==> config.mk <==
export PLATFORM = sky130hd
export DESIGN_NAME = irq_combiner_sic
export DESIGN_NICKNAME = d
export VERILOG_FILES = /design/src/rtl/sic_pkg.sv /design/src/rtl/sic_regs.sv /design/src/rtl/sic_route.sv /design/src/rtl/irq_combiner_sic.sv
export SDC_FILE = /design/constraint.sdc
export NUM_CORES = 1
export LEC_CHECK = 0
export BUFFER_PORTS_ARGS = -buffer_cell sky130_fd_sc_hd__buf_2
export CELL_PAD_IN_SITES_DETAIL_PLACEMENT = 0
export CELL_PAD_IN_SITES_GLOBAL_PLACEMENT = 1
export CORE_MARGIN = 2
export CORE_UTILIZATION = 39
export DETAILED_ROUTE_END_ITERATION = 12
export PLACE_DENSITY = 0.77
export SYNTH_ARGS = -nofsm -noshare
export SYNTH_HDL_FRONTEND = slang
export SYNTH_SLANG_ARGS = --single-unit
==> constraint.sdc <==
create_clock -name clk -period 2.8 [get_ports clk]
set_clock_uncertainty 0.15 [all_clocks]
set_input_delay 0.7 -clock clk [delete_from_list [all_inputs] [get_ports clk]]
set_output_delay 0.7 -clock clk [all_outputs]
set_load 0.01 [all_outputs]
==> src/rtl/sic_pkg.sv <==
package sic_pkg;
    localparam int LINES  = 32;
    localparam int IDX_W  = 10;

    typedef enum logic [IDX_W-1:0] {
        IDX_MSTAT   = 10'd0,
        IDX_RAW     = 10'd1,
        IDX_ENSET   = 10'd2,
        IDX_ENCLR   = 10'd3,
        IDX_SWSET   = 10'd4,
        IDX_SWCLR   = 10'd5,
        IDX_RTSET   = 10'd8,
        IDX_RTCLR   = 10'd9
    } reg_idx_e;

    function automatic logic [LINES-1:0] range_mask(input int lo, input int hi);
        logic [LINES-1:0] m;
        m = '0;
        for (int i = 0; i < LINES; i++) begin
            if (i >= lo && i <= hi) m[i] = 1'b1;
        end
        return m;
    endfunction
endpackage

==> src/rtl/sic_regs.sv <==
module sic_regs
    import sic_pkg::*;
#(
    parameter int RT_LO = 21,
    parameter int RT_HI = 30
) (
    input  logic             clk,
    input  logic             rst_n,
    input  logic             reg_rd,
    input  logic             reg_wr,
    input  logic [IDX_W-1:0] reg_idx,
    input  logic [LINES-1:0] reg_wdata,
    input  logic [LINES-1:0] raw_level,
    output logic [LINES-1:0] en_mask,
    output logic [LINES-1:0] rt_en,
    output logic             sw_flag,
    output logic [LINES-1:0] reg_rdata
);
    localparam logic [LINES-1:0] RT_MASK = range_mask(RT_LO, RT_HI);

    logic [LINES-1:0] rd_mux;
    logic             idx_readable;

    always_comb begin
        rd_mux       = '0;
        idx_readable = 1'b1;
        case (reg_idx)
            IDX_MSTAT: rd_mux = raw_level & en_mask;
            IDX_RAW:   rd_mux = raw_level;
            IDX_ENSET: rd_mux = en_mask;
            IDX_SWSET: rd_mux = {{(LINES-1){1'b0}}, raw_level[0]};
            IDX_RTSET: rd_mux = rt_en;
            default:   idx_readable = 1'b0;
        endcase
    end

    always_ff @(posedge clk) begin
        if (!rst_n) begin
            en_mask   <= '0;
            rt_en     <= '0;
            sw_flag   <= 1'b0;
            reg_rdata <= '0;
        end else begin
            reg_rdata <= reg_rd ? rd_mux : '0;
            if (reg_wr) begin
                case (reg_idx)
                    IDX_ENSET: en_mask <= en_mask | reg_wdata;
                    IDX_ENCLR: en_mask <= en_mask & ~reg_wdata;
                    IDX_SWSET: if (|reg_wdata) sw_flag <= 1'b1;
                    IDX_SWCLR: if (|reg_wdata) sw_flag <= 1'b0;
                    IDX_RTSET: rt_en <= rt_en | (reg_wdata & RT_MASK);
                    IDX_RTCLR: rt_en <= rt_en & ~reg_wdata;
                    default: ;
                endcase
            end
        end
    end

    // route enable never holds a bit outside the routed group
    a_r6_route_range: assert property (@(posedge clk) disable iff (!rst_n)
        (rt_en & ~RT_MASK) == '0);

    // set write leaves every written bit enabled
    a_r3_enable_set: assert property (@(posedge clk) disable iff (!rst_n)
        (reg_wr && reg_idx == IDX_ENSET) |=> ((en_mask & $past(reg_wdata)) == $past(reg_wdata)));

    // clear write leaves no written bit enabled
    a_r3_enable_clr: assert property (@(posedge clk) disable iff (!rst_n)
        (reg_wr && reg_idx == IDX_ENCLR) |=> ((en_mask & $past(reg_wdata)) == '0));

    // unmapped read returns zero
    a_r9_unmapped_read: assert property (@(posedge clk) disable iff (!rst_n)
        (reg_rd && !idx_readable) |=> (reg_rdata == '0));

    // no read strobe, no read data
    a_r10_idle_rdata: assert property (@(posedge clk) disable iff (!rst_n)
        !reg_rd |=> (reg_rdata == '0));
endmodule

==> src/rtl/sic_route.sv <==
module sic_route
    import sic_pkg::*;
#(
    parameter int RT_LO     = 21,
    parameter int RT_HI     = 30,
    parameter int COMB_LINE = 31
) (
    input  logic             clk,
    input  logic             rst_n,
    input  logic [LINES-1:0] raw_level,
    input  logic [LINES-1:0] en_mask,
    input  logic [LINES-1:0] rt_en,
    output logic [LINES-1:0] up_irq
);
    localparam logic [LINES-1:0] RT_MASK   = range_mask(RT_LO, RT_HI);
    localparam logic [LINES-1:0] COMB_BIT  = range_mask(COMB_LINE, COMB_LINE);
    localparam logic [LINES-1:0] QUIET     = ~(RT_MASK | COMB_BIT);

    logic [LINES-1:0] up_next;
    logic             combined;

    assign combined = |(raw_level & en_mask);

    for (genvar g = 0; g < LINES; g++) begin : g_line
        if (g == COMB_LINE) begin : g_comb
            assign up_next[g] = combined;
        end else if (g >= RT_LO && g <= RT_HI) begin : g_route
            assign up_next[g] = rt_en[g] & raw_level[g];
        end else begin : g_quiet
            assign up_next[g] = 1'b0;
        end
    end

    always_ff @(posedge clk) begin
        if (!rst_n) up_irq <= '0;
        else        up_irq <= up_next;
    end

    // combined line reflects last cycle's enabled activity
    a_r5_combined: assert property (@(posedge clk) disable iff (!rst_n)
        1'b1 |=> (up_irq[COMB_LINE] == $past(|(raw_level & en_mask))));

    // routed lines follow the raw level under their route bit
    a_r7_route_follow: assert property (@(posedge clk) disable iff (!rst_n)
        1'b1 |=> ((up_irq & RT_MASK) == $past(raw_level & rt_en & RT_MASK)));

    // lines outside the routed group and the combined line stay low
    a_r7_quiet_lines: assert property (@(posedge clk) disable iff (!rst_n)
        (up_irq & QUIET) == '0);
endmodule

==> src/rtl/irq_combiner_sic.sv <==
module irq_combiner_sic
    import sic_pkg::*;
#(
    parameter int RT_LO     = 21,
    parameter int RT_HI     = 30,
    parameter int COMB_LINE = 31
) (
    input  logic             clk,
    input  logic             rst_n,
    input  logic [31:0]      irq_in,
    input  logic             reg_rd,
    input  logic             reg_wr,
    input  logic [9:0]       reg_idx,
    input  logic [31:0]      reg_wdata,
    output logic [31:0]      reg_rdata,
    output logic [31:0]      up_irq
);
    logic [LINES-1:0] level_q;
    logic [LINES-1:0] raw_level;
    logic [LINES-1:0] en_mask;
    logic [LINES-1:0] rt_en;
    logic             sw_flag;

    always_ff @(posedge clk) begin
        if (!rst_n) level_q <= '0;
        else        level_q <= irq_in;
    end

    assign raw_level = level_q | {{(LINES-1){1'b0}}, sw_flag};

    sic_regs #(.RT_LO(RT_LO), .RT_HI(RT_HI)) regs_i (
        .clk       (clk),
        .rst_n     (rst_n),
        .reg_rd    (reg_rd),
        .reg_wr    (reg_wr),
        .reg_idx   (reg_idx),
        .reg_wdata (reg_wdata),
        .raw_level (raw_level),
        .en_mask   (en_mask),
        .rt_en     (rt_en),
        .sw_flag   (sw_flag),
        .reg_rdata (reg_rdata)
    );

    sic_route #(.RT_LO(RT_LO), .RT_HI(RT_HI), .COMB_LINE(COMB_LINE)) route_i (
        .clk       (clk),
        .rst_n     (rst_n),
        .raw_level (raw_level),
        .en_mask   (en_mask),
        .rt_en     (rt_en),
        .up_irq    (up_irq)
    );

    // raw level tracks the input sampled one edge earlier
    a_r2_raw_sample: assert property (@(posedge clk) disable iff (!rst_n)
        1'b1 |=> ((raw_level & ~32'h1) == ($past(irq_in) & ~32'h1)));

    // software flag only changes on a nonzero set/clear write
    a_r8_sw_stable: assert property (@(posedge clk) disable iff (!rst_n)
        !(reg_wr && (reg_idx == IDX_SWSET || reg_idx == IDX_SWCLR) && |reg_wdata)
        |=> $stable(sw_flag));
endmodule

Yosys cells after proc, flatten, opt, wreduce, memory -nomap -nowiden
Cells that the tools add are included.
{"block": "totals", "output_inout_bits": 64, "register_bits": 161, "inputBits": 78}
{"block": "classes", "n_mux": 6, "n_reduce_logical": 10, "eq_ne": 9, "bitwise_logic": 17}
{"cell": "32-bit one-hot mux with 5 select lines", "n": 1}
{"cell": "32-bit one-hot mux with 2 select lines", "n": 2}
{"cell": "32-bit AND", "n": 3}
{"cell": "32-bit OR reduction", "n": 2}
{"cell": "32-bit inverter", "n": 1}
{"cell": "32-bit by 1-bit OR with 32-bit output", "n": 1}
{"cell": "32-bit by 31-bit OR with 32-bit output", "n": 1}
{"cell": "32-bit OR", "n": 1}
{"cell": "10-bit by 2-bit == test with 1-bit output (second input constant)", "n": 2}
{"cell": "10-bit by 3-bit == test with 1-bit output (second input constant)", "n": 2}
{"cell": "10-bit by 4-bit == test with 1-bit output (second input constant)", "n": 2}
{"cell": "1-bit AND", "n": 10}
{"cell": "10-bit by 1-bit == test with 1-bit output (second input constant)", "n": 1}
{"cell": "10-bit logical NOT", "n": 1}
{"cell": "2-bit AND reduction", "n": 3}
{"cell": "2-bit nonzero test", "n": 3}
{"cell": "2-bit by 1-bit != test with 1-bit output (second input constant)", "n": 2}
{"cell": "4-bit AND reduction", "n": 1}
{"cell": "1-bit two-way mux", "n": 2}
{"cell": "1-bit one-hot mux with 2 select lines", "n": 1}

Logic depth before layout (Yosys ltp)
Gate-level depths: netlist of the first run.
{"block": "depth", "depth_word": 3, "mapped_depth": 7, "depth_no_buf": 4}

Hierarchy
A second synthesis of the first run with hierarchy kept.
{"block": "hier_totals", "cells_unflattened": 538, "area_unflattened_um2": 5232.5}
{"module": "sic_regs", "cells_each": 405, "instances": 1, "seq_area_each_um2": 1941.9, "area_per_inst_um2": 3714.8}
{"module": "irq_combiner_sic", "cells_each": 68, "instances": 1, "seq_area_each_um2": 640.6, "area_per_inst_um2": 902.1}
{"module": "sic_route", "cells_each": 65, "instances": 1, "seq_area_each_um2": 220.2, "area_per_inst_um2": 615.6}

Least setup slack after synthesis of the first run
Ideal clock, no wire load.
{"block": "synth_path", "kind": "in2reg", "startpoint": "input reg_idx[7]", "endpoint": "register (tool-made name)", "arrival_ns": 2.254, "path_slack_ns": 0.262, "required_time_ns": 2.516, "setup_time_ns": 0.134, "path_stages": 7, "path_cell_list": "or4_1 > clkbuf_1 > nor2_1 > and3_1 > clkbuf_1 > buf_2 > a211oi_1"}
{"item": "start, declared", "line_no": "irq_combiner_sic.sv:13", "rtl": "input logic [9:0] reg_idx,"}

==> metrics.txt, run 1 <==
First-pass DRT Iterations=7; cts repair resizes=0; grt total ovfl=0; Async S/R FF share, synth=0; YS warnings=0; Skew-Pair Late Insertion Delay=0.42 ns; Post-Synth Adder-Cell Area=0.00185; largest family of logic cells by synthesized area=compound AO/OA/AOI/OAI gates; share of cells above drive strength 1=0.261; maximum vdd drop=0.000413 V; Final Max Tran Viols=0; Post-Syn Instances=566; initial antenna violation count=1; clock root cell=clkbuf_16; min Tclk post-route=2.23 ns; Post-Place Cell Area=0.00616 mm²; CTS Buf Count=17; final hold vios=0; Worst-Margin Slew=0.523 ns; Yosys top cell area share=0.518; post-synthesis compound-gate area fraction=0.276; Fmax=0.449 GHz; P_leak=2.57 nW; number of synthesized flops with an enable pin=0; Sum Neg Setup Slack=0 ns; synthesized flop and latch total=140; final instance count without filler cells=870; # diodes=0; Starting Density=0.394; post-synthesis simple-gate area fraction=0.134; TritonCTS clock tree=built; Mapped Area=0.00541 mm²; core area=0.0137 mm²; most common cell after layout, fill and taps aside=dfxtp_1; outcome=complete, no violations; wire per inst=18.1 µm; number of max-cap violations=0; Hold Crit Class=flop to flop; PD cells=673 mW/mm²; Final GP Congestion=0.809; dpl cells=838; H-Tree Depth=4; WL final=15700 µm; # DRC=0; area delta synth->final=25.3%; worst-case clock buffer depth=2; IO buf count=120; DPL Wire Length=10600 µm; area leader, netlist=dfxtp_1; die width=122 µm; CP arrival=2.39 ns; Crit. End Element=flop; Primary FF master, synth=dfxtp_1; Synth Area in XOR/XNOR=0; final net count=755; Ports=142; Critical Setup Path Class=input port to flop; most frequent cells in the layout=140 x dfxtp_1, 120 x buf_2, 66 x a21oi_1; first-pass GRT wire length=24600 µm; Avg Inst Size Synth=9.56 µm²; Post-CTS Setup Repair Bufs=0; setup violators final=0; post-synthesis sequential area ratio=0.518; post-route cell area=0.00678 mm²; post-DR vias/cell=5.56; Netlist cell types=40; Starting DRT DRC Count=434; DIE HEIGHT=122 µm; post-synthesis mux area share=0.00185; maximum net fanout on the critical path=10; slew margin rel.=0.651; fin crit share=0.795; synth top area cells=dfxtp_1 52%, a22oi_1 6.2%, a21oi_1 6.1%; routed via count=4833; die area=0.0148 mm²; vias in the first global route=4616; TritonCTS Sinks=140; startpoint types=input port; # rows=43; Final ANT Viol Nets=0; Post-CTS Hold Fix Bufs=0; worst endpoint required time=2.96 ns; clock slew seen by the registers of the worst setup and hold paths=0.05 ns; GRT Total Usage=0.217; RSZ-0062 raised after global routing=no; largest net degree at the start of global routing=65
## area by class of cell
| class | instances | area, µm² |
|---|---|---|
| Clock inverter | 10 | 136 |
| Multi-Input combinational cell | 375 | 2340 |
| Inverter | 2 | 7.51 |
| Timing Repair Buffer | 141 | 783 |
| Sequential cell | 140 | 2800 |
| Fill cell | 1331 | 6940 |
| Tap cell | 180 | 225 |
| Clock buffer | 22 | 484 |
## kinds of logic (layout without fill, tap and decap cells)
logic type | after synthesis | after routing
buffers and inverters | 71 | 175
multiplexers | 1 | 1
AO/OA/AOI/OAI | 221 | 221
AND/OR/NAND/NOR | 131 | 131
adder cells (fa/ha/maj) | 1 | 1
other | 1 | 21
flip-flops | 140 | 140
## worst paths after layout
check / from / endpoint / slack, ns / depth (start not counted)
hold reg to reg: regs_i.rt_en[9] / regs_i.rt_en[9] / 0.28 / 2
setup / recovery: reg_idx[7] / flop / 0.57 / 7
setup reg to reg: level_q[9] / route_i.up_irq[31] / 1.31 / 4
hold / removal: regs_i.rt_en[9] / regs_i.rt_en[9] / 0.28 / 2
## per-stage QoR
stage	setup WS [ns]	utilization	total power, mW	hold WS, ns
finish	0.574	0.494	4.56	0.282
global route	0.485	0.494	4.72	0.294
CTS	0.635	0.494	4.59	0.283
detailed placement	0.188	0.449	2.29	0.272
global placement	0.256	0.449	2.29	0.269
floorplan	0.262	-	2.18	0.262
## metal layers
layer,GRT usage,vias to the layer above,share of wire
met5,0,-,0.0010
met4,0.0819,2,0.017
met3,0.0581,22,0.074
met2,0.332,217,0.46
met1,0.293,2294,0.45
li1,-,2298,-
## synth_stat cells, types with 3 or more instances
cell type	n
a22oi_1	45
and3_1	11
a21oi_1	66
clkbuf_1	40
a211oi_1	10
nor4_1	9
o2bb2ai_1	31
nand4_1	6
nor2_1	34
dfxtp_1	140
o21ai_0	33
and2_1	32
buf_4	24
a311oi_1	32
nand2_1	24
buf_2	3
## worst max-delay path, cell delays in order
cell and delay, ns:
buf_2 0.09, or4_1 0.58, buf_4 0.19, nor4b_4 0.22, buf_4 0.24, a21oi_1 0.09, a211oi_1 0.27
## where the power goes
group / switching, mW / total, mW / internal (mW)
Sequential: 0.0259 / 2.04 / 2.02
Clock: 0.818 / 2.31 / 1.49
Combinational: 0.133 / 0.205 / 0.0722
(Power assumes the default switching activity.)
==> run 2: changes to the inputs <==
- ABC_AREA: default -> 1
- CORE_UTILIZATION: 39 -> 38
- PLACE_DENSITY: 0.77 -> 0.78
- clock period: 2.8 -> 2.13 ns (I/O delays scaled with it)
==> run 2 against run 1 <==
Effect of this change:
- clock-buffer cell count fell by 1
- highest routed layer is now met4
- via count rose by 22%
- setup slack got worse by 0.13 ns
- critical path depth rose by 2
- final cell count rose by 52%
- routed wire length rose by 13%
- area after synthesis rose by 18%
- flip-flop and latch count did not move
- synthesized cell count rose by 68%
- die area rose by 20%
- first-iteration DRC count fell by 23%
==> metrics.txt, run 2 <==
post-synthesis sequential area ratio=0.439 (-0.0790); critical path, cell by cell=buf_2 -> nor2_1 -> nand2_1 -> nor2_4 -> nand2_1 -> buf_4 -> o21ai_0 -> nor2_1 -> nor2_1; Starting Density=0.386 (-0.00802); Post-CTS Setup Repair Bufs=0 (unchanged); die width=134 µm (+9.7%); H-Tree Depth=4 (unchanged); P_leak=3.90 nW (+52%); synth top area cells=dfxtp_1 44%, nand2_1 15%, inv_1 9.7%; # diodes=0 (unchanged); clock root cell=clkbuf_16; area delta synth->final=24.4%; Final Max Tran Viols=0 (unchanged); Final Worst Setup Slack=0.440 ns (-0.134 ns); DIE HEIGHT=134 µm (+9.7%); min Tclk post-route=1.69 ns; # DRC=0 (unchanged); Hold Crit Class=input port to flop; core area=0.0165 mm² (+20%); largest net degree at the start of global routing=44 (-32%); Mapped Area=0.00638 mm² (+18%); TritonCTS clock tree=built; WL final=17700 µm (+13%); routed via count=5910 (+22%); Slowest cell on crit path=buf_4; Crit path top cell by count=nor2_1; outcome=complete, no violations; CTS Buf Count=17 (unchanged); post-DR vias/cell=4.47 (-20%); Ports=142 (unchanged); setup violators final=0 (unchanged); wire per inst=13.4 µm (-26%); TritonCTS Sinks=140 (unchanged); CP max stage delay=0.23 ns (-0.35 ns); Place WS=0.0187 ns (-0.169 ns); final hold slack=0.129 ns (-0.154 ns); final net count=1167 (+55%); CP arrival=1.91 ns (-0.48 ns); number of max-cap violations=0 (unchanged); # rows=47 (+9.3%); worst-case clock buffer depth=2 (unchanged); Fmax=0.592 GHz; Final GP Congestion=0.824 (+1.9%); first-pass GRT wire length=28400 µm (+16%); grt total ovfl=0 (unchanged); Netlist cell types=27 (-33%); worst endpoint required time=2.35 ns (-0.61 ns); most frequent cells in the layout=260 x nand2_1, 165 x inv_1, 140 x dfxtp_1; final instance count without filler cells=1322 (+52%); fin crit share=0.793; Starting DRT DRC Count=334 (-23%); Avg Inst Size Synth=6.70 µm² (-30%); FF/Latch Area=0.00280 mm² (unchanged); area leader, netlist=dfxtp_1; synthesized flop and latch total=140 (unchanged); Post-Syn Instances=952 (+68%); startpoint types=input port; Sum Neg Setup Slack=0 ns (unchanged); dpl cells=1290 (+54%); maximum net fanout on the critical path=6 (-4); die area=0.0178 mm² (+20%); DPL Wire Length=12700 µm (+20%); Yosys top cell area share=0.439 (-0.0790); clock slew seen by the registers of the worst setup and hold paths=0.06 ns (about the same); count leader, synth=nand2_1; GRT Total Usage=0.207 (-0.0101); share of cells above drive strength 1=0.192 (-0.0685); number of synthesized flops with an enable pin=0 (unchanged); YS warnings=0 (unchanged); Post-synth top cells=260 x nand2_1, 165 x inv_1, 140 x dfxtp_1, 135 x nor2_1, 75 x o21ai_0; Critical Setup Path Class=input port to flop; IO buf count=120 (unchanged); Post-CTS Hold Fix Bufs=0 (unchanged); First-pass DRT Iterations=5 (-2); RSZ-0062 raised after global routing=no; most common cell after layout, fill and taps aside=nand2_1; vias in the first global route=5532 (+20%); area of the multi-input gates=0.00263 mm² (+12%); PD cells=775 mW/mm² (+15%); maximum vdd drop=0.000591 V (+43%); final hold vios=0 (unchanged); fillcell total=1733 (+30%); cts repair resizes=0 (unchanged); Crit. End Element=flop; Skew-Pair Late Insertion Delay=0.43 ns (about the same); Async S/R FF share, synth=0 (unchanged); Final ANT Viol Nets=0 (unchanged); initial antenna violation count=0 (-1); Primary FF master, synth=dfxtp_1
run 2: cell count changes after synthesis, sizes merged, moves of 45 or more:
cell   delta
a21oi    -54
a22oi    -45
inv     +169
nand2   +240
nor2    +113
o21ai    +64
run 2: cell families after synthesis:
logic type      count (synthesis)  synth area share
simple gates                  461             0.298
flops                         140             0.439
compound gates                122             0.101
other cells                     1          0.000588
buf+inv                       228             0.161
run 2: worst paths after layout:
check / start / endpoint / depth (start not counted) / slack, ns
setup / recovery: reg_idx[9] / regs_i.reg_rdata[9] / 9 / 0.44
hold / removal: irq_in[19] / level_q[19] / 3 / 0.13
setup reg to reg: regs_i.sw_flag / route_i.up_irq[31] / 4 / 0.70
hold reg to reg: flop / route_i.up_irq[23] / 2 / 0.27
run 2: area by class of cell:
type                            count  area share
Sequential cell                   140       0.353
Multi-Input combinational cell    604       0.331
Timing Repair Buffer              155       0.120
Inverter                          171      0.0815
Clock buffer                       21      0.0593
Tap cell                          220      0.0347
Clock inverter                     11      0.0206
run 2: critical path: cells and delay by family:
family	cells	cell delay, ns
buffers and inverters	2	0.33
AO/OA/AOI/OAI	1	0.19
AND/OR/NAND/NOR	6	0.85
run 2: through the flow:
step | util | power [mW] | instance area, µm²
6_report | 0.480 | 6.15 | 7940
5_1_grt | 0.480 | 6.37 | 7940
4_1_cts | 0.480 | 6.19 | 7940
3_5_place_dp | 0.442 | 3.02 | 7300
3_3_place_gp | 0.442 | 3.02 | 7300
2_1_floorplan | - | 2.89 | 6460
run 2: report_power, final:
group / switching, mW / internal [mW]
logic: 0.187 / 0.0987
registers: 0.0237 / 2.65
clock network: 1.14 / 2.05
run 2: routing by layer:
metal,share of wire,global-route usage,vias up
met2,0.45,0.335,153
li1,-,-,3117
met5,0,0,-
met4,0.019,0.0697,0
met3,0.048,0.0487,25
met1,0.48,0.272,2615
==> run 3: changes to the inputs <==
- ABC_AREA: 1 -> 0
- CORE_UTILIZATION: 38 -> 35
- PLACE_DENSITY: 0.78 -> 0.72
- clock period: 2.13 -> 1.5 ns (I/O delays scaled with it)
==> run 3 against run 2 <==
Effect of this change:
- the run now ends with negative setup slack left
- combinational power grew 88%
- critical path depth shrank 1
- via count shrank 9.4%
- power grew 43%
- highest routed layer unchanged
- largest cell class is now multi-input combinational cells
- sequential power grew 43%
- first-iteration DRC count grew 19%
- sequential share of layout area shrank 1.5 points
- final area grew 4.6%
- flip-flop and latch count is the same
- final cell count shrank 27%
==> metrics.txt, run 3 (synthesized netlist as in run 1, its figures left out) <==
worst hold path startpoint=irq_in[9]; CTS Buf Count=17 (unchanged); Pint=6.86 mW (+43%); worst endpoint required time=1.70 ns (-0.65 ns); Skew-Pair Late Insertion Delay=0.43 ns (about the same); PD cells=1060 mW/mm² (+37%); Crit. End Element=flop; WL final=19500 µm (+10%); Final ANT Viol Nets=0 (unchanged); setup violators final=98 (+98); post-DR vias/cell=5.57 (+24%); Final Worst Setup Slack=-0.264 ns (-0.704 ns); total chip power=8.82 mW (+43%); wire per inst=20.3 µm (+52%); share of cells above drive strength 1=0.447 (+0.255); P_leak=3.16 nW (-19%); number of max-cap violations=0 (unchanged); clock root cell=clkbuf_16; Clk network pwr share=0.506 (-0.012); final net count=839 (-28%); DIE HEIGHT=128 µm (-4.0%); grt total ovfl=0 (unchanged); Critical Setup Path Class=input port to flop; core area=0.0151 mm² (-8.3%); die width=128 µm (-4.0%); # DRC=0 (unchanged); RSZ-0062 raised after global routing=yes; worst-case clock buffer depth=2 (unchanged); Reg2Reg Setup Slack=-0.01 ns (-0.71 ns); Final Max Tran Viols=0 (unchanged); vias in the first global route=5343 (-3.4%); Ports=142 (unchanged); most common cell after layout, fill and taps aside=dfxtp_1; slew margin rel.=0.619; # rows=45 (-4.3%); Starting Density=0.357 (-0.0291); fillcell total=1339 (-23%); FF/Latch Area=0.00281 mm² (+0.18%); final hold vios=0 (unchanged); outcome=finished, violations left; die area=0.0165 mm² (-7.8%); GRT Total Usage=0.235 (+0.0282); Starting DRT DRC Count=396 (+19%); min Tclk post-route=1.76 ns; H-Tree Depth=4 (unchanged); R2R depth=4 (unchanged); most frequent cells in the layout=138 x dfxtp_1, 118 x buf_2, 63 x buf_4; WHS Endpoint=level_q[9]; startpoint types=input port; Comb power frac=0.061 (+0.015); TritonCTS clock tree=built; initial antenna violation count=0 (unchanged); Fmax=0.567 GHz; first-pass GRT wire length=29500 µm (+3.8%); hold path depth=2 (-1); Psw=1.96 mW (+45%); Hold Crit Class=input port to flop; Final GP Congestion=0.814 (-1.2%); fin crit share=1.18; maximum net fanout on the critical path=6 (unchanged); area of the multi-input gates=0.00286 mm² (+8.7%); largest net degree at the start of global routing=27 (-39%); IO buf count=120 (unchanged); Worst R2R End=route_i.up_irq[31]; clock slew seen by the registers of the worst setup and hold paths=0.06 ns (about the same); maximum vdd drop=0.000774 V (+31%); Sw Ratio=0.222 (+0.00190); TritonCTS Sinks=140 (unchanged); # diodes=0 (unchanged); First-pass DRT Iterations=5 (unchanged); area delta synth->final=53.6%; DPL Wire Length=11700 µm (-7.7%); final hold slack=0.00677 ns (-0.122 ns); failing checks=negative setup slack; Worst-Margin Slew=0.572 ns; register share of total power=0.433 (-0.002); routed via count=5354 (-9.4%); CP arrival=1.97 ns (+0.06 ns)
-- run 3: changes by cell type in the layout (fill, tap and decap cells not counted), sizes merged, moves of 53 or more --
cell and delta:
buf +53, o21ai -64, inv -170, nor2 -113
nand2 -240, a21oi +54
-- run 3: repair_timing --
action,4_1_cts,5_1_grt
gates cloned,9,3
pin swaps,40,41
endpoints found under the hold margin,13,0
endpoints found under the setup margin,98,98
hold buffers,13,0
gates resized for setup,105,51
setup buffers,8,4
-- run 3: layout make-up --
| cell class | count | share of cell area |
|---|---|---|
| tap | 188 | 0.0283 |
| multi-input combinational | 375 | 0.344 |
| clock inverter | 11 | 0.0200 |
| clock buffer | 21 | 0.0554 |
| timing repair buffer | 225 | 0.214 |
| inverter | 2 | 0.000904 |
| sequential | 140 | 0.338 |
-- run 3: power by group through the flow --
stage	Sequential, mW	Clock (mW)	Combinational (mW)
final	3.82	4.46	0.539
after global routing	3.82	4.67	0.577
after CTS	3.81	4.51	0.517
after detailed placement	3.89	0	0.473
after global placement	3.89	0	0.467
after floorplan	3.87	0	0.209
-- run 3: worst max path at each step --
| stage | startpoint | end | slack, ns | depth (start not counted) |
|---|---|---|---|---|
| 2_1_floorplan | reg_idx[7] | flop | -0.56 | 6 |
| 3_3_place_gp | reg_idx[7] | flop | -0.65 | 6 |
| 3_5_place_dp | reg_idx[7] | flop | -0.71 | 6 |
| 4_1_cts | reg_idx[4] | flop | -0.24 | 7 |
| 5_1_grt | reg_idx[7] | flop | -0.29 | 7 |
| 6_report | reg_idx[7] | regs_i.reg_rdata[0] | -0.26 | 8 |
-- run 3: critical path, stage by stage --
cell and delay [ns]:
buf_6 0.09, or4_4 0.56, buf_6 0.16, nor2_4 0.17
nand4_1 0.14, buf_6 0.19, buf_12 0.16, a21oi_4 0.13
-- run 3: through the flow --
| stage | instances | utilization | TNS (ns) | setup slack (ns) | area [µm²] |
|---|---|---|---|---|---|
| final | 962 | 0.549 | -18.82 | -0.264 | 8310 |
| after CTS | 958 | 0.530 | -16.81 | -0.241 | 8030 |
| after detailed placement | 896 | 0.435 | -58.87 | -0.705 | 6590 |
| after floorplan | 586 | - | -47.44 | -0.562 | 5590 |
| after global placement | 896 | 0.435 | -56.52 | -0.648 | 6590 |
| after global routing | 962 | 0.549 | -23.73 | -0.290 | 8310 |
-- run 3: metal layers --
layer	vias up	part of all wire	track usage
li1	2481	-	-
met1	2570	0.44	0.308
met3	46	0.074	0.0647
met5	-	0	0
met4	0	0.029	0.109
met2	257	0.46	0.361
